## config.mk

```make
export PLATFORM = sky130hd
export DESIGN_NAME = auto_update_engine
export DESIGN_NICKNAME = d
export VERILOG_FILES = /design/src/rtl/aue_pkg.sv /design/src/rtl/aue_page_table.sv /design/src/rtl/aue_combiner.sv /design/src/rtl/aue_pkt_fifo.sv /design/src/rtl/auto_update_engine.sv
export SDC_FILE = /design/constraint.sdc
export NUM_CORES = 1
export LEC_CHECK = 0
export BUFFER_PORTS_ARGS = -buffer_cell sky130_fd_sc_hd__buf_2
export CAP_MARGIN = 40
export CORE_MARGIN = 3
export CORE_UTILIZATION = 30
export CTS_BUF_LIST = sky130_fd_sc_hd__clkbuf_4
export DETAILED_ROUTE_END_ITERATION = 10
export PLACE_DENSITY_LB_ADDON = 0.25
export SYNTH_ARGS = -nofsm -noshare
export SYNTH_HDL_FRONTEND = slang
export SYNTH_HIERARCHICAL = 1
export SYNTH_SLANG_ARGS = --single-unit
```

## constraint.sdc

```tcl
create_clock -name clk_i -period 13.1 [get_ports clk_i]
set_input_delay 1.965 -clock clk_i [delete_from_list [all_inputs] [get_ports clk_i]]
set_output_delay 1.965 -clock clk_i [all_outputs]
set_load 0.05 [all_outputs]
```

## src/rtl/aue_pkg.sv

```systemverilog
package aue_pkg;
  typedef enum logic [1:0] {
    ACT_HOLD,
    ACT_APPEND,
    ACT_START,
    ACT_CLOSE
  } act_e;
endpackage

```

## src/rtl/aue_page_table.sv

```systemverilog
module aue_page_table #(
  parameter int PPN_W   = 4,
  parameter int NODE_W  = 4,
  parameter int RPAGE_W = 8,
  localparam int NPAGES = 1 << PPN_W
) (
  input  logic               clk_i,
  input  logic               rst_ni,
  input  logic               we_i,
  input  logic [PPN_W-1:0]   wr_page_i,
  input  logic               wr_bound_i,
  input  logic [NODE_W-1:0]  wr_node_i,
  input  logic [RPAGE_W-1:0] wr_rpage_i,
  input  logic [PPN_W-1:0]   rd_page_i,
  output logic               rd_bound_o,
  output logic [NODE_W-1:0]  rd_node_o,
  output logic [RPAGE_W-1:0] rd_rpage_o
);
  logic [NPAGES-1:0] bound_vec;
  logic [NODE_W-1:0]  node_arr  [NPAGES];
  logic [RPAGE_W-1:0] rpage_arr [NPAGES];

  for (genvar g = 0; g < NPAGES; g++) begin : g_ent
    logic               b_q;
    logic [NODE_W-1:0]  n_q;
    logic [RPAGE_W-1:0] r_q;
    always_ff @(posedge clk_i or negedge rst_ni) begin
      if (!rst_ni) begin
        b_q <= 1'b0;
        n_q <= '0;
        r_q <= '0;
      end else if (we_i && (wr_page_i == PPN_W'(g))) begin
        b_q <= wr_bound_i;
        n_q <= wr_node_i;
        r_q <= wr_rpage_i;
      end
    end
    assign bound_vec[g] = b_q;
    assign node_arr[g]  = n_q;
    assign rpage_arr[g] = r_q;
  end

  assign rd_bound_o = bound_vec[rd_page_i];
  assign rd_node_o  = node_arr[rd_page_i];
  assign rd_rpage_o = rpage_arr[rd_page_i];
endmodule

```

## src/rtl/aue_combiner.sv

```systemverilog
module aue_combiner
  import aue_pkg::*;
#(
  parameter int DATA_W    = 32,
  parameter int PPN_W     = 4,
  parameter int OFF_W     = 6,
  parameter int NODE_W    = 4,
  parameter int RPAGE_W   = 8,
  parameter int MAX_WORDS = 4,
  parameter int IDLE_W    = 8,
  localparam int ADDR_W   = PPN_W + OFF_W,
  localparam int CNT_W    = $clog2(MAX_WORDS + 1),
  localparam int PKT_W    = (MAX_WORDS + 1) * DATA_W
) (
  input  logic               clk_i,
  input  logic               rst_ni,
  input  logic               wr_i,
  input  logic [ADDR_W-1:0]  addr_i,
  input  logic [DATA_W-1:0]  data_i,
  input  logic               hit_i,
  input  logic [NODE_W-1:0]  node_i,
  input  logic [RPAGE_W-1:0] rpage_i,
  input  logic [IDLE_W-1:0]  idle_limit_i,
  input  logic               full_i,
  output logic               stall_o,
  output logic               push_o,
  output logic [PKT_W-1:0]   pkt_o
);
  localparam int F_OFF  = CNT_W;
  localparam int F_RPG  = CNT_W + OFF_W;
  localparam int F_NODE = CNT_W + OFF_W + RPAGE_W;

  logic               open_q;
  logic [PPN_W-1:0]   ppn_q;
  logic [OFF_W-1:0]   off_q;
  logic [CNT_W-1:0]   cnt_q;
  logic [NODE_W-1:0]  node_q;
  logic [RPAGE_W-1:0] rpage_q;
  logic [DATA_W-1:0]  words_q [MAX_WORDS];
  logic [IDLE_W-1:0]  idle_q;

  logic [PPN_W-1:0] ppn_in;
  logic [OFF_W-1:0] off_in;
  logic [OFF_W:0]   next_off;
  logic bound_wr, consec, app, ends_full, need_push, idle_exp;
  act_e act;
  logic [DATA_W-1:0] hdr;

  assign ppn_in    = addr_i[ADDR_W-1:OFF_W];
  assign off_in    = addr_i[OFF_W-1:0];
  assign bound_wr  = wr_i & hit_i;
  // wide sum so offset 63 + 1 never wraps onto offset 0
  assign next_off  = {1'b0, off_q} + (OFF_W+1)'(cnt_q);
  assign consec    = open_q && (ppn_in == ppn_q) && ({1'b0, off_in} == next_off);
  assign app       = bound_wr & consec;
  assign ends_full = (cnt_q == CNT_W'(MAX_WORDS - 1));
  assign need_push = bound_wr & open_q & (~consec | ends_full);
  assign stall_o   = need_push & full_i;
  assign idle_exp  = open_q & ~bound_wr &
                     (((IDLE_W+1)'(idle_q) + (IDLE_W+1)'(1)) >= (IDLE_W+1)'(idle_limit_i));
  assign push_o    = ~full_i & (need_push | idle_exp);

  always_comb begin
    if (bound_wr && !stall_o) act = consec ? ACT_APPEND : ACT_START;
    else if (idle_exp && !full_i) act = ACT_CLOSE;
    else act = ACT_HOLD;
  end

  always_comb begin
    hdr = '0;
    hdr[CNT_W-1:0]          = app ? cnt_q + CNT_W'(1) : cnt_q;
    hdr[F_OFF +: OFF_W]     = off_q;
    hdr[F_RPG +: RPAGE_W]   = rpage_q;
    hdr[F_NODE +: NODE_W]   = node_q;
    pkt_o = '0;
    pkt_o[DATA_W-1:0] = hdr;
    for (int i = 0; i < MAX_WORDS; i++) begin
      pkt_o[(i+1)*DATA_W +: DATA_W] = (app && (CNT_W'(i) == cnt_q)) ? data_i : words_q[i];
    end
  end

  always_ff @(posedge clk_i or negedge rst_ni) begin
    if (!rst_ni) begin
      open_q  <= 1'b0;
      ppn_q   <= '0;
      off_q   <= '0;
      cnt_q   <= '0;
      node_q  <= '0;
      rpage_q <= '0;
      idle_q  <= '0;
      for (int i = 0; i < MAX_WORDS; i++) words_q[i] <= '0;
    end else begin
      unique case (act)
        ACT_APPEND: begin
          idle_q <= '0;
          if (ends_full) begin
            open_q <= 1'b0;
            cnt_q  <= '0;
          end else begin
            for (int i = 0; i < MAX_WORDS; i++)
              if (CNT_W'(i) == cnt_q) words_q[i] <= data_i;
            cnt_q <= cnt_q + CNT_W'(1);
          end
        end
        ACT_START: begin
          open_q     <= 1'b1;
          ppn_q      <= ppn_in;
          off_q      <= off_in;
          node_q     <= node_i;
          rpage_q    <= rpage_i;
          cnt_q      <= CNT_W'(1);
          words_q[0] <= data_i;
          idle_q     <= '0;
        end
        ACT_CLOSE: begin
          open_q <= 1'b0;
          cnt_q  <= '0;
        end
        default: begin
          if (open_q && !bound_wr && !idle_exp) idle_q <= idle_q + IDLE_W'(1);
        end
      endcase
    end
  end
endmodule

```

## src/rtl/aue_pkt_fifo.sv

```systemverilog
module aue_pkt_fifo #(
  parameter int DATA_W = 32,
  parameter int CNT_W  = 3,
  parameter int PKT_W  = 160,
  parameter int DEPTH  = 2,
  localparam int PTR_W = (DEPTH > 1) ? $clog2(DEPTH) : 1,
  localparam int LVL_W = $clog2(DEPTH + 1)
) (
  input  logic              clk_i,
  input  logic              rst_ni,
  input  logic              push_i,
  input  logic [PKT_W-1:0]  pkt_i,
  output logic              full_o,
  output logic              out_valid_o,
  output logic [DATA_W-1:0] out_data_o,
  output logic              out_last_o,
  input  logic              out_ready_i
);
  logic [PKT_W-1:0] mem_q [DEPTH];
  logic [PTR_W-1:0] wr_ptr_q, rd_ptr_q;
  logic [LVL_W-1:0] lvl_q;
  logic [CNT_W-1:0] beat_q;
  logic [PKT_W-1:0] head;
  logic do_push, adv, pop;

  function automatic logic [PTR_W-1:0] bump(input logic [PTR_W-1:0] p);
    return (p == PTR_W'(DEPTH - 1)) ? '0 : p + PTR_W'(1);
  endfunction

  assign head        = mem_q[rd_ptr_q];
  assign full_o      = (lvl_q == LVL_W'(DEPTH));
  assign out_valid_o = (lvl_q != '0);
  assign out_data_o  = head[int'(beat_q)*DATA_W +: DATA_W];
  assign out_last_o  = (beat_q == head[CNT_W-1:0]);
  assign do_push     = push_i & ~full_o;
  assign adv         = out_valid_o & out_ready_i;
  assign pop         = adv & out_last_o;

  always_ff @(posedge clk_i) begin
    if (do_push) mem_q[wr_ptr_q] <= pkt_i;
  end

  always_ff @(posedge clk_i or negedge rst_ni) begin
    if (!rst_ni) begin
      wr_ptr_q <= '0;
      rd_ptr_q <= '0;
      lvl_q    <= '0;
      beat_q   <= '0;
    end else begin
      if (do_push) wr_ptr_q <= bump(wr_ptr_q);
      if (pop) begin
        rd_ptr_q <= bump(rd_ptr_q);
        beat_q   <= '0;
      end else if (adv) begin
        beat_q <= beat_q + CNT_W'(1);
      end
      lvl_q <= lvl_q + LVL_W'(do_push) - LVL_W'(pop);
    end
  end
endmodule

```

## src/rtl/auto_update_engine.sv

```systemverilog
module auto_update_engine #(
  parameter int DATA_W     = 32,
  parameter int PPN_W      = 4,
  parameter int OFF_W      = 6,
  parameter int NODE_W     = 4,
  parameter int RPAGE_W    = 8,
  parameter int MAX_WORDS  = 4,
  parameter int FIFO_DEPTH = 2,
  parameter int IDLE_W     = 8,
  localparam int ADDR_W    = PPN_W + OFF_W,
  localparam int CNT_W     = $clog2(MAX_WORDS + 1),
  localparam int PKT_W     = (MAX_WORDS + 1) * DATA_W
) (
  input  logic               clk_i,
  input  logic               rst_ni,
  input  logic               bus_valid_i,
  input  logic               bus_write_i,
  input  logic [ADDR_W-1:0]  bus_addr_i,
  input  logic [DATA_W-1:0]  bus_data_i,
  output logic               bus_wait_o,
  input  logic               map_we_i,
  input  logic [PPN_W-1:0]   map_page_i,
  input  logic               map_bound_i,
  input  logic [NODE_W-1:0]  map_node_i,
  input  logic [RPAGE_W-1:0] map_rpage_i,
  input  logic [IDLE_W-1:0]  idle_limit_i,
  output logic               pkt_valid_o,
  output logic [DATA_W-1:0]  pkt_data_o,
  output logic               pkt_last_o,
  input  logic               pkt_ready_i
);
  logic               hit;
  logic [NODE_W-1:0]  hit_node;
  logic [RPAGE_W-1:0] hit_rpage;
  logic               fifo_full, push;
  logic [PKT_W-1:0]   pkt;

  aue_page_table #(
    .PPN_W(PPN_W), .NODE_W(NODE_W), .RPAGE_W(RPAGE_W)
  ) i_table (
    .clk_i(clk_i), .rst_ni(rst_ni),
    .we_i(map_we_i), .wr_page_i(map_page_i), .wr_bound_i(map_bound_i),
    .wr_node_i(map_node_i), .wr_rpage_i(map_rpage_i),
    .rd_page_i(bus_addr_i[ADDR_W-1:OFF_W]),
    .rd_bound_o(hit), .rd_node_o(hit_node), .rd_rpage_o(hit_rpage)
  );

  aue_combiner #(
    .DATA_W(DATA_W), .PPN_W(PPN_W), .OFF_W(OFF_W), .NODE_W(NODE_W),
    .RPAGE_W(RPAGE_W), .MAX_WORDS(MAX_WORDS), .IDLE_W(IDLE_W)
  ) i_comb (
    .clk_i(clk_i), .rst_ni(rst_ni),
    .wr_i(bus_valid_i & bus_write_i), .addr_i(bus_addr_i), .data_i(bus_data_i),
    .hit_i(hit), .node_i(hit_node), .rpage_i(hit_rpage),
    .idle_limit_i(idle_limit_i), .full_i(fifo_full),
    .stall_o(bus_wait_o), .push_o(push), .pkt_o(pkt)
  );

  aue_pkt_fifo #(
    .DATA_W(DATA_W), .CNT_W(CNT_W), .PKT_W(PKT_W), .DEPTH(FIFO_DEPTH)
  ) i_fifo (
    .clk_i(clk_i), .rst_ni(rst_ni),
    .push_i(push), .pkt_i(pkt), .full_o(fifo_full),
    .out_valid_o(pkt_valid_o), .out_data_o(pkt_data_o),
    .out_last_o(pkt_last_o), .out_ready_i(pkt_ready_i)
  );
endmodule


```

==> results.md, run 1 <==
- Status: complete, no violations
- Setup Crit Path Kind: primary input to output port
- Fillers: about 9400
- Yosys top cell area share: 32.55%
- Clock latency on the worst-skew pair: 1.03 ns
- CP Launch Type: primary input
- CTS tree: built
- I/O pins: between 100 and 150
- Max Slew Vio Count: 0
- ANT nets after route: 0
- Maxcap violations: 0
- Clk slew on worst S/H paths: ~0.08 ns
- Critical path origin: bus_addr_i[6]
- Most numerous cell in the Yosys netlist: dfrtp_1
- Largest delay share family, worst path: buffers and inverters
- Netlist Area Pre-Place: around 0.030 sq mm
- Layout cells sized above 1: a little under half
- GRT Overall Usage: 14.03%
- CP Data Required Time: between 10 and 15 ns
- Netlist cell types: 63
- Tcrit/Tclk final: about 51%
- Top FF cell, synth: dfrtp_1
- Initial core utilization: 30.40%
- CP bufs+invs: 3
- Worst r2r src: i_comb/off_q[0]
- Synthesis Warnings: 6
- Total congestion overflow: 0
- Register Area: ~0.018 sq mm
- Area Growth Syn to Fin: 15.01%
- Crit path DAT: ~4.7 ns
- Vias in the first global route: 18005
- Post-CTS resize count: 0
- Yosys reg bits: roughly 670
- Fmax: 149.2 MHz
- Place WS: just under 6 ns
- Top cells by area, synth: edfxtp_1, dfrtp_1, mux2_2, mux4_2, mux2_4
- PwrDens: a little over 200 mW/mm^2
- Vias/cell: about 4.8
- TritonCTS Buffers: about 170
- Max Root-Sink Buffers: 3
- Port bufs: 107
- HP Class: register to register
- Multi-input logic area: 0.01054 sq mm
- CTS hold repair buffers: 0
- Gpl congestion: 0.7176
- Max FO, Critical Path: 33
- Cells after Synth: ~1800
- Clock Sinks: around 670
- Hold wc startpoint: i_comb/rpage_q[4]
- Yosys top cell by area: edfxtp_1
- Post-synth EDFFs: between 300 and 400
- Htree depth: 4
- Post-CTS Repair Setup Buffers: 0
- Die span in x: between 300 and 400 um
- Vias after detailed routing: ~16000
- Setup ws final: around 6.4 ns
- Setup TNS: 0 ns
- Hold Fails Final Rpt: 0
- Delay of the slowest critical-path stage: ~0.66 ns
- First-pass GRT wire length: 109.2 mm
- DPL Wire Length: roughly 43 mm
- TritonRoute pass-1 iters: 5
- Crit-path cells: buf_4 -> buf_4 -> mux4_2 -> a22oi_1 -> nand2_1 -> nand2_1 -> nor3_1 -> buf_2
- Static Leak: around 14 nW
- Die height: between 300 and 400 um
- Syn Area/Cell: about 16 sq um
- Slew @ Worst Pin: approximately 1.0 ns
- Post-detailed-route wirelength per cell: ~21 um
- Final Critical Period: 6.703 ns
- Initial antenna violation count: 11
- Largest net degree at the start of global routing: around 160
- Drt total wl: 70.78 mm
- CP max-delay cell: buf_4
- # rows: approximately 110
- Clk root buf: clkbuf_4
- Clk_skew: about 0.095 ns
- Core area: ~0.1 sq mm
- Setup Viol. Count Final: 0
- Iteration-0 DRC Markers: between 800 and 900
- Commonest cells post-synth: dfrtp_1, edfxtp_1, mux2_2, mux4_2, nand2_1
- Nets: roughly 2100
- Ys async rst share: between 50 and 60%
- DRC Markers: 0
- Sequential element share of the synthesized area: around three fifths
- Unrepaired setup endpoints after global routing: false
- Worst VDD drop: between 90 and 100 uV
- Die Footprint: a little over 0.1 sq mm
- Headroom to the max-slew limit: 33.19%
- Crit end category: output port
[cells by family (layout without fill, tap and decap cells)]
group	Yosys count	count (layout)	share of synthesized area [%]
AOI/OAI and AO/OA	162	162	3.522
xor gates and xnor gates	25	25	0.7925
adders and majority gates	25	25	1.085
buffers and inverters	156	501	2.924
DFF	665	665	61.79
muxes	546	546	26.27
other	1	18	0.01270
and+or+nand+nor	216	216	3.606
[power breakdown]
group          internal, mW  switching, mW
combinational         0.869           1.20
clock                  1.01          0.870
sequential             2.66          0.237
total                  4.54           2.30
[cell usage in the layout, fill, tap and decap left out, types with 10 or more instances in the layout]
master and count:
mux4_2 116, mux2i_1 38, clkbuf_4 278, ha_1 24, nor2_1 12, conb_1 11, mux2_4 90, o21ai_0 71
dfrtp_1 343, nand2_1 99, xnor2_1 16, clkinv_1 25, buf_4 31, buf_2 104, and3_1 34, edfxtp_1 320
inv_1 29, a22oi_1 57, nand3_1 10, mux2_2 301
[worst paths after layout]
kind,endpoint,cells past startpoint,slack (ns)
setup / recovery,bus_wait_o,8,6.40
setup reg to reg,i_comb/words_q[33],13,8.04
hold reg to reg,i_fifo/mem_q[1][13],0,0.45
min in group asynchronous,i_table/g_ent[6].r_q[6],1,0.96
max in group asynchronous,i_comb/words_q[125],5,10.29
hold / removal,i_fifo/mem_q[1][13],0,0.45
[cell type report]
type	count	share of cell area [%]
diodes	7	0.05159
clock buffers	278	6.146
clock inverters	41	0.7627
inverters	29	0.3206
multi-input cells	985	31.04
flip-flops and latches	665	53.75
well taps	1276	4.702
repair buffers	153	3.232
[metrics by stage]
step                      power [mW]  instance area (sq um)  utilization (%)  hold WS, ns  instances
after floorplan                4.423                  29560                -       0.4382       1806
after global placement         4.970                  31280            32.20       0.4577       3091
after detailed placement       5.058                  31590            32.52       0.4703       3108
after CTS                      6.976                  33940            34.94       0.4601       3427
after global routing           7.278                  33950            34.95       0.4854       3431
final                          6.841                  33960            34.96       0.4475       3434
[layer usage]
metal | GRT usage (%) | share of wire (%) | vias up
met5 | 0 | 0.018 | -
met4 | 4.713 | 1.9 | 2
met3 | 3.259 | 4.2 | 124
met2 | 24.30 | 51 | 322
met1 | 17.26 | 43 | 8529
li1 | - | - | 7399
[registers in the layout, summed over array words and instances, names as in the netlist, 2 cells and up]
register           flops
i_table/g_ent.r_q    128
i_table/g_ent.n_q     64
i_fifo/mem_q         320
i_comb/ppn_q           4
i_comb/idle_q          8
i_fifo/lvl_q           2
i_comb/cnt_q           3
i_comb/off_q           6
i_table/g_ent.b_q     16
i_fifo/beat_q          3
i_comb/rpage_q         8
i_comb/node_q          4
i_comb/words_q        96
(Power assumes the default switching activity.)
==> run 2: changes to the inputs <==
clock period = 5.9 ns   (was 13.1 ns; I/O delays follow)
==> run 2 against run 1 <==
Effect of this change:
- hold slack worse by 0.25 ns
- routed wire length hardly changed
- cell area is 0.54% higher
- combinational power is 120% higher
- first-iteration DRC count is 2.9% higher
- non-clock buffer count is 10 higher
- sequential share of layout area is 0.29 points lower
- largest power group unchanged
- highest routed layer unchanged
==> results.md, run 2 (same netlist as run 1, synthesis figures left out) <==
- Status: complete, no violations
- CP Data Required Time: around 5.0 ns
- Clock latency on the worst-skew pair: 1.00 ns
- Headroom to the max-slew limit: a little under a third
- CTS tree: built
- Setup Crit Path Kind: register to output port
- Die Footprint: about 0.10 sq mm
- Placed cell areas: about 0.032 sq mm
- TritonCTS Buffers: ~170
- Gpl congestion: between 0.7 and 0.8
- Area Growth Syn to Fin: 15.63%
- Worst VDD drop: between 200 and 250 uV
- Drt total wl: 70.83 mm
- CP max-delay cell: or3_1
- GRT Overall Usage: roughly 14%
- Die height: ~320 um
- Clk_skew: ~0.061 ns
- Worst Hold Slack: between 0.15 and 0.2 ns
- Crit end category: output port
- Maxcap violations: 0
- Max Root-Sink Buffers: 3
- DPL Wire Length: 43.52 mm
- Max reg flops: 320
- Max FO, Critical Path: 4
- Static Leak: 13.72 nW
- Core area: 0.09714 sq mm
- Htree depth: 4
- Multi-input logic area: roughly 0.011 sq mm
- Crit-path cells: ha_1 -> fa_1 -> xor3_1 -> nor4_1 -> o2111ai_1 -> or3_1 -> nor2_1 -> nor3_1 -> buf_2
- P_int: about 10 mW
- Initial core utilization: 30.40%
- Largest net degree at the start of global routing: ~120
- Register Area: 0.01825 sq mm
- Vias after detailed routing: 16480
- Core Util, Final: 35.15%
- GR Util met2: between 20% and 30%
- Power share of the combinational group: 29.6%
- Biggest register: i_fifo/mem_q
- Met3 usage: 2.917%
- HP Class: primary input to register
- Post-detailed-route wirelength per cell: just over 20 um
- ANT nets after route: 0
- Largest regs: i_fifo/mem_q: 320 flops, i_table/g_ent.r_q: 128 flops, i_comb/words_q: 96 flops
- I/O pins: approximately 110
- Tcrit/Tclk final: a little over four fifths
- Setup TNS: 0 ns
- Setup Viol. Count Final: 0
- Hold Fails Final Rpt: 0
- Max Slew Vio Count: 0
- # rows: about 110
- Global-route track usage on met1: between 10% and 20%
- Slew @ Worst Pin: 1.032 ns
- TritonRoute pass-1 iters: 5
- Crit path DAT: 4.08 ns
- Clock power share: 27.3%
- Die span in x: about 320 um
- Final std cells w/o fill: approximately 3400
- Clk root buf: clkbuf_4
- Vias/cell: approximately 4.8
- Fmax: 201.4 MHz
- Port bufs: 107
- Placed Cells: around 3100
- Clock Sinks: between 600 and 700
- Gr busiest metal: met2
- Delay of the slowest critical-path stage: ~0.49 ns
- Vias in the first global route: between 15000 and 20000
- Leading cell type in the layout, fill and taps excluded: dfrtp_1
- First-pass GRT wire length: between 100 and 150 mm
- Switching power: roughly 5.1 mW
- Unrepaired setup endpoints after global routing: false
- Final Critical Period: 4.966 ns
- Commonest non-fill, non-tap cells in the layout: dfrtp_1, edfxtp_1, mux2_2
- Seq pwr share: between 40% and 50%
- Iteration-0 DRC Markers: 900
- Design area: around 0.034 sq mm
- Total congestion overflow: 0
- Switch share: ~34%
- Fillers: a little over 9000
- CP Launch Type: register
- PwrDens: about 440 mW/mm^2
- Clk slew on worst S/H paths: ~0.070 ns
- Layout cells sized above 1: between 40% and 50%
- DRC Markers: 0
- Initial antenna violation count: 8
- Nets: 2116
==> run 2: changes by cell type in the layout (fill, tap and decap cells not counted), sizes merged <==
cell / before / now
diode: 7 / 2
buf: 153 / 157
dlygate4sd3: 0 / 6
clkbuf: 278 / 275
clkinv: 29 / 30
inv: 37 / 36
==> run 2: final timing paths <==
| kind | cells past startpoint | startpoint | end | slack [ns] |
|---|---|---|---|---|
| setup reg to reg | 13 | i_comb/off_q[0] | i_comb/words_q[88] | 1.15 |
| setup / recovery | 9 | i_comb/off_q[0] | bus_wait_o | 0.93 |
| hold reg to reg | 0 | i_comb/rpage_q[6] | i_fifo/mem_q[1][15] | 0.44 |
| min in group asynchronous | 2 | rst_ni | i_table/g_ent[6].r_q[5] | 0.60 |
| hold / removal | 3 | bus_data_i[12] | i_comb/words_q[108] | 0.20 |
| max in group asynchronous | 3 | rst_ni | i_fifo/beat_q[0] | 3.91 |
==> run 2: critical path, delay by kind of cell, from the launching register on <==
kind	cells	cell delay, ns
buffers and inverters	1	0.23
flip-flops	1	0.44
adder cells (fa/ha/maj)	2	0.68
AND/OR/NAND/NOR	4	1.07
XOR/XNOR	1	0.38
AO/OA/AOI/OAI	1	0.28
==> run 2: timing repair <==
item | 4_1_cts | 5_1_grt
gates resized for setup | 0 | 0
hold buffers | 6 | 0
hold endpoints to repair | 126 | 0
setup endpoints to repair | 0 | 0
buffers inserted | 0 | 0
==> run 2: power by group through the flow <==
stage / Clock (mW) / Combinational [mW] / Sequential (mW)
finish: 4.13 / 4.48 / 6.52
detailed placement: 0 / 4.56 / 6.63
global placement: 0 / 4.45 / 6.57
global route: 4.58 / 4.86 / 6.64
CTS: 4.33 / 4.58 / 6.54
floorplan: 0 / 3.49 / 6.30
==> run 2: area by class of cell <==
| cell class | instances | share of cell area [%] |
|---|---|---|
| Sequential cell | 665 | 53.46 |
| Multi-Input combinational cell | 985 | 30.86 |
| Clock buffer | 275 | 6.047 |
| Tap cell | 1276 | 4.676 |
| Timing Repair Buffer | 163 | 3.866 |
| Clock inverter | 41 | 0.7623 |
| Inverter | 29 | 0.3188 |
| Antenna cell | 2 | 0.01466 |
==> run 2: metal layers <==
layer / vias up / routed length (um)
met5: - / 13
met4: 2 / 1892
met3: 138 / 2900
met2: 356 / 35350
met1: 8563 / 30670
li1: 7421 / -
==> run 2: stage by stage <==
step                total power [mW]  worst slack (ns)
floorplan                      9.789            0.5312
global route                   16.09            0.5648
CTS                            15.44            0.7595
finish                         15.14            0.9336
global placement               11.01             1.301
detailed placement             11.20             1.209
==> run 3: changes to the inputs <==
clock period = 4.2 ns   (was 5.9 ns; I/O delays follow)
==> run 3 against run 2 <==
Effect of this change:
- routed wire length grew 1.6%
- utilization up 1.1 points
- largest power group unchanged
- via count up 1.4%
==> results.md, run 3 (same netlist as run 1, synthesis figures left out) <==
- CP bufs+invs: 1
- Placed cell areas: approximately 0.032 sq mm
- Die height: 319.7 um
- Vias after detailed routing: around 17000
- Die Footprint: around 0.1 sq mm
- Crit-path cells: ha_4 -> xor3_1 -> nor4_2 -> o2111ai_2 -> or3_4 -> nor2_2 -> nor3_2 -> buf_6
- CTS tree: built
- Tcrit/Tclk final: between 90 and 100%
- Worst VDD drop: between 200 and 300 uV
- GRT Overall Usage: between 10% and 20%
- Clock latency on the worst-skew pair: about 1.1 ns
- CP Data Required Time: between 3 and 4 ns
- Drt total wl: 71.94 mm
- CP Launch Type: register
- Maxcap violations: 0
- Vias/cell: between 4 and 5
- Setup Viol. Count Final: 0
- PwrDens: slightly above 600 mW/mm^2
- R2r setup slk: roughly 0.3 ns
- Layout cells sized above 1: a little under half
- Gpl congestion: slightly above 0.7
- Crit end category: output port
- ANT nets after route: 0
- Post-detailed-route wirelength per cell: slightly above 20 um
- Initial antenna violation count: 8
- I/O pins: around 110
- HP Class: primary input to asynchronous set/reset pin
- Die span in x: 319.7 um
- Placed Cells: 3132
- CP Depth: 8
- Max Root-Sink Buffers: 3
- Clk root buf: clkbuf_4
- Setup Crit Path Kind: register to output port
- Crit path DAT: between 3 and 4 ns
- Worst r2r src: i_comb/idle_q[0]
- Max Slew Vio Count: 0
- Fmax: between 200 and 300 MHz
- Area Growth Syn to Fin: 19.16%
- DPL Wire Length: around 46 mm
- Clk_skew: ~0.084 ns
- Leading cell type in the layout, fill and taps excluded: dfrtp_1
- Largest delay share family, worst path: simple AND/OR/NAND/NOR gates
- Crit Reg-Reg Endpoint: i_comb/words_q[54]
- CP max-delay cell: dfrtp_1
- Max FO, Critical Path: 6
- TritonCTS Buffers: around 180
- Final Critical Period: roughly 4 ns
- Headroom to the max-slew limit: 45.60%
- Iteration-0 DRC Markers: approximately 850
- Port bufs: 107
- Nets: approximately 2200
- Status: complete, no violations
- Slew @ Worst Pin: roughly 0.82 ns
- Worst reg2reg path depth: 17
- Largest regs: i_fifo/mem_q: 320 flops, i_table/g_ent.r_q: 128 flops, i_comb/words_q: 96 flops
- Initial core utilization: 30.40%
- Clock Sinks: 665
- Largest net degree at the start of global routing: 105
- Max reg flops: 320
- Design area: approximately 0.035 sq mm
- Final std cells w/o fill: about 3500
- Biggest register: i_fifo/mem_q
- Static Leak: between 10 and 15 nW
- Vias in the first global route: approximately 18000
- # rows: roughly 110
- TritonRoute pass-1 iters: 5
- Clk slew on worst S/H paths: roughly 0.06 ns
- Htree depth: 4
- DRC Markers: 0
- Total congestion overflow: 0
- Core area: ~0.1 sq mm
- First-pass GRT wire length: 109.6 mm
- Commonest non-fill, non-tap cells in the layout: dfrtp_1, edfxtp_1, mux2_2
- Delay of the slowest critical-path stage: ~0.51 ns
- Fillers: between 9000 and 10000
- Hold Fails Final Rpt: 0
run 3: changes by cell type in the layout (fill, tap and decap cells not counted), moves of 7 or more:
| cell | previous run | this run |
|---|---|---|
| buf_16 | 8 | 1 |
| buf_4 | 26 | 50 |
| buf_6 | 0 | 8 |
| clkbuf_4 | 275 | 288 |
| dlygate4sd3_1 | 6 | 57 |
run 3: layer usage:
layer	GRT usage [%]	routed length, um
met3	3.385	3000
met1	16.65	29520
met4	4.868	1396
met5	0	31
met2	25.14	37990
run 3: stage by stage:
stage / util (%) / setup WS (ns) / TNS [ns] / total power, mW / hold slack, ns
2_1_floorplan: - / -0.6268 / -125.98 / 13.80 / 0.3344
3_3_place_gp: 32.75 / 0.2270 / 0 / 15.65 / 0.4595
3_5_place_dp: 32.89 / 0.07610 / 0 / 15.87 / 0.4639
4_1_cts: 36.08 / 0.00007794 / 0 / 22.13 / 0.1978
5_1_grt: 36.21 / -0.01620 / -0.01620 / 23.09 / 0.2474
6_report: 36.22 / 0.2191 / 0 / 21.77 / 0.3024
run 3: final cells by class:
type	instances	area [sq um]	share of cell area (%)
diodes	8	20.02	0.05690
clock buffers	288	2162	6.146
clock inverters	33	242.7	0.6900
inverters	29	108.9	0.3094
multi-input cells	985	10700	30.41
flip-flops and latches	665	18250	51.88
well taps	1276	1597	4.538
repair buffers	247	2100	5.968
run 3: worst max-delay path by stage:
stage | to | startpoint
floorplan | i_fifo/mem_q[0][0] | i_comb/idle_q[0]
global placement | i_comb/words_q[60] | i_comb/off_q[0]
detailed placement | i_comb/words_q[92] | i_comb/off_q[0]
CTS | bus_wait_o | i_comb/cnt_q[2]
global route | bus_wait_o | i_comb/cnt_q[2]
finish | bus_wait_o | i_comb/cnt_q[2]
run 3: power by group:
| part | leakage [nW] | total [mW] | internal [mW] | switching (mW) |
|---|---|---|---|---|
| Combinational | 5.47 | 6.79 | 2.94 | 3.85 |
| Sequential | 7.26 | 9.03 | 8.30 | 0.724 |
| Clock | 1.45 | 5.96 | 3.24 | 2.72 |
run 3: what timing repair did:
| action | 4_1_cts | 5_1_grt |
|---|---|---|
| buffers inserted | 7 | 4 |
| hold buffers | 57 | 0 |
| gates cloned | 0 | 2 |
| pin swaps | 5 | 2 |
| resized for setup | 11 | 13 |
| endpoints found under the setup margin | 4 | 97 |
| endpoints found under the hold margin | 618 | 0 |
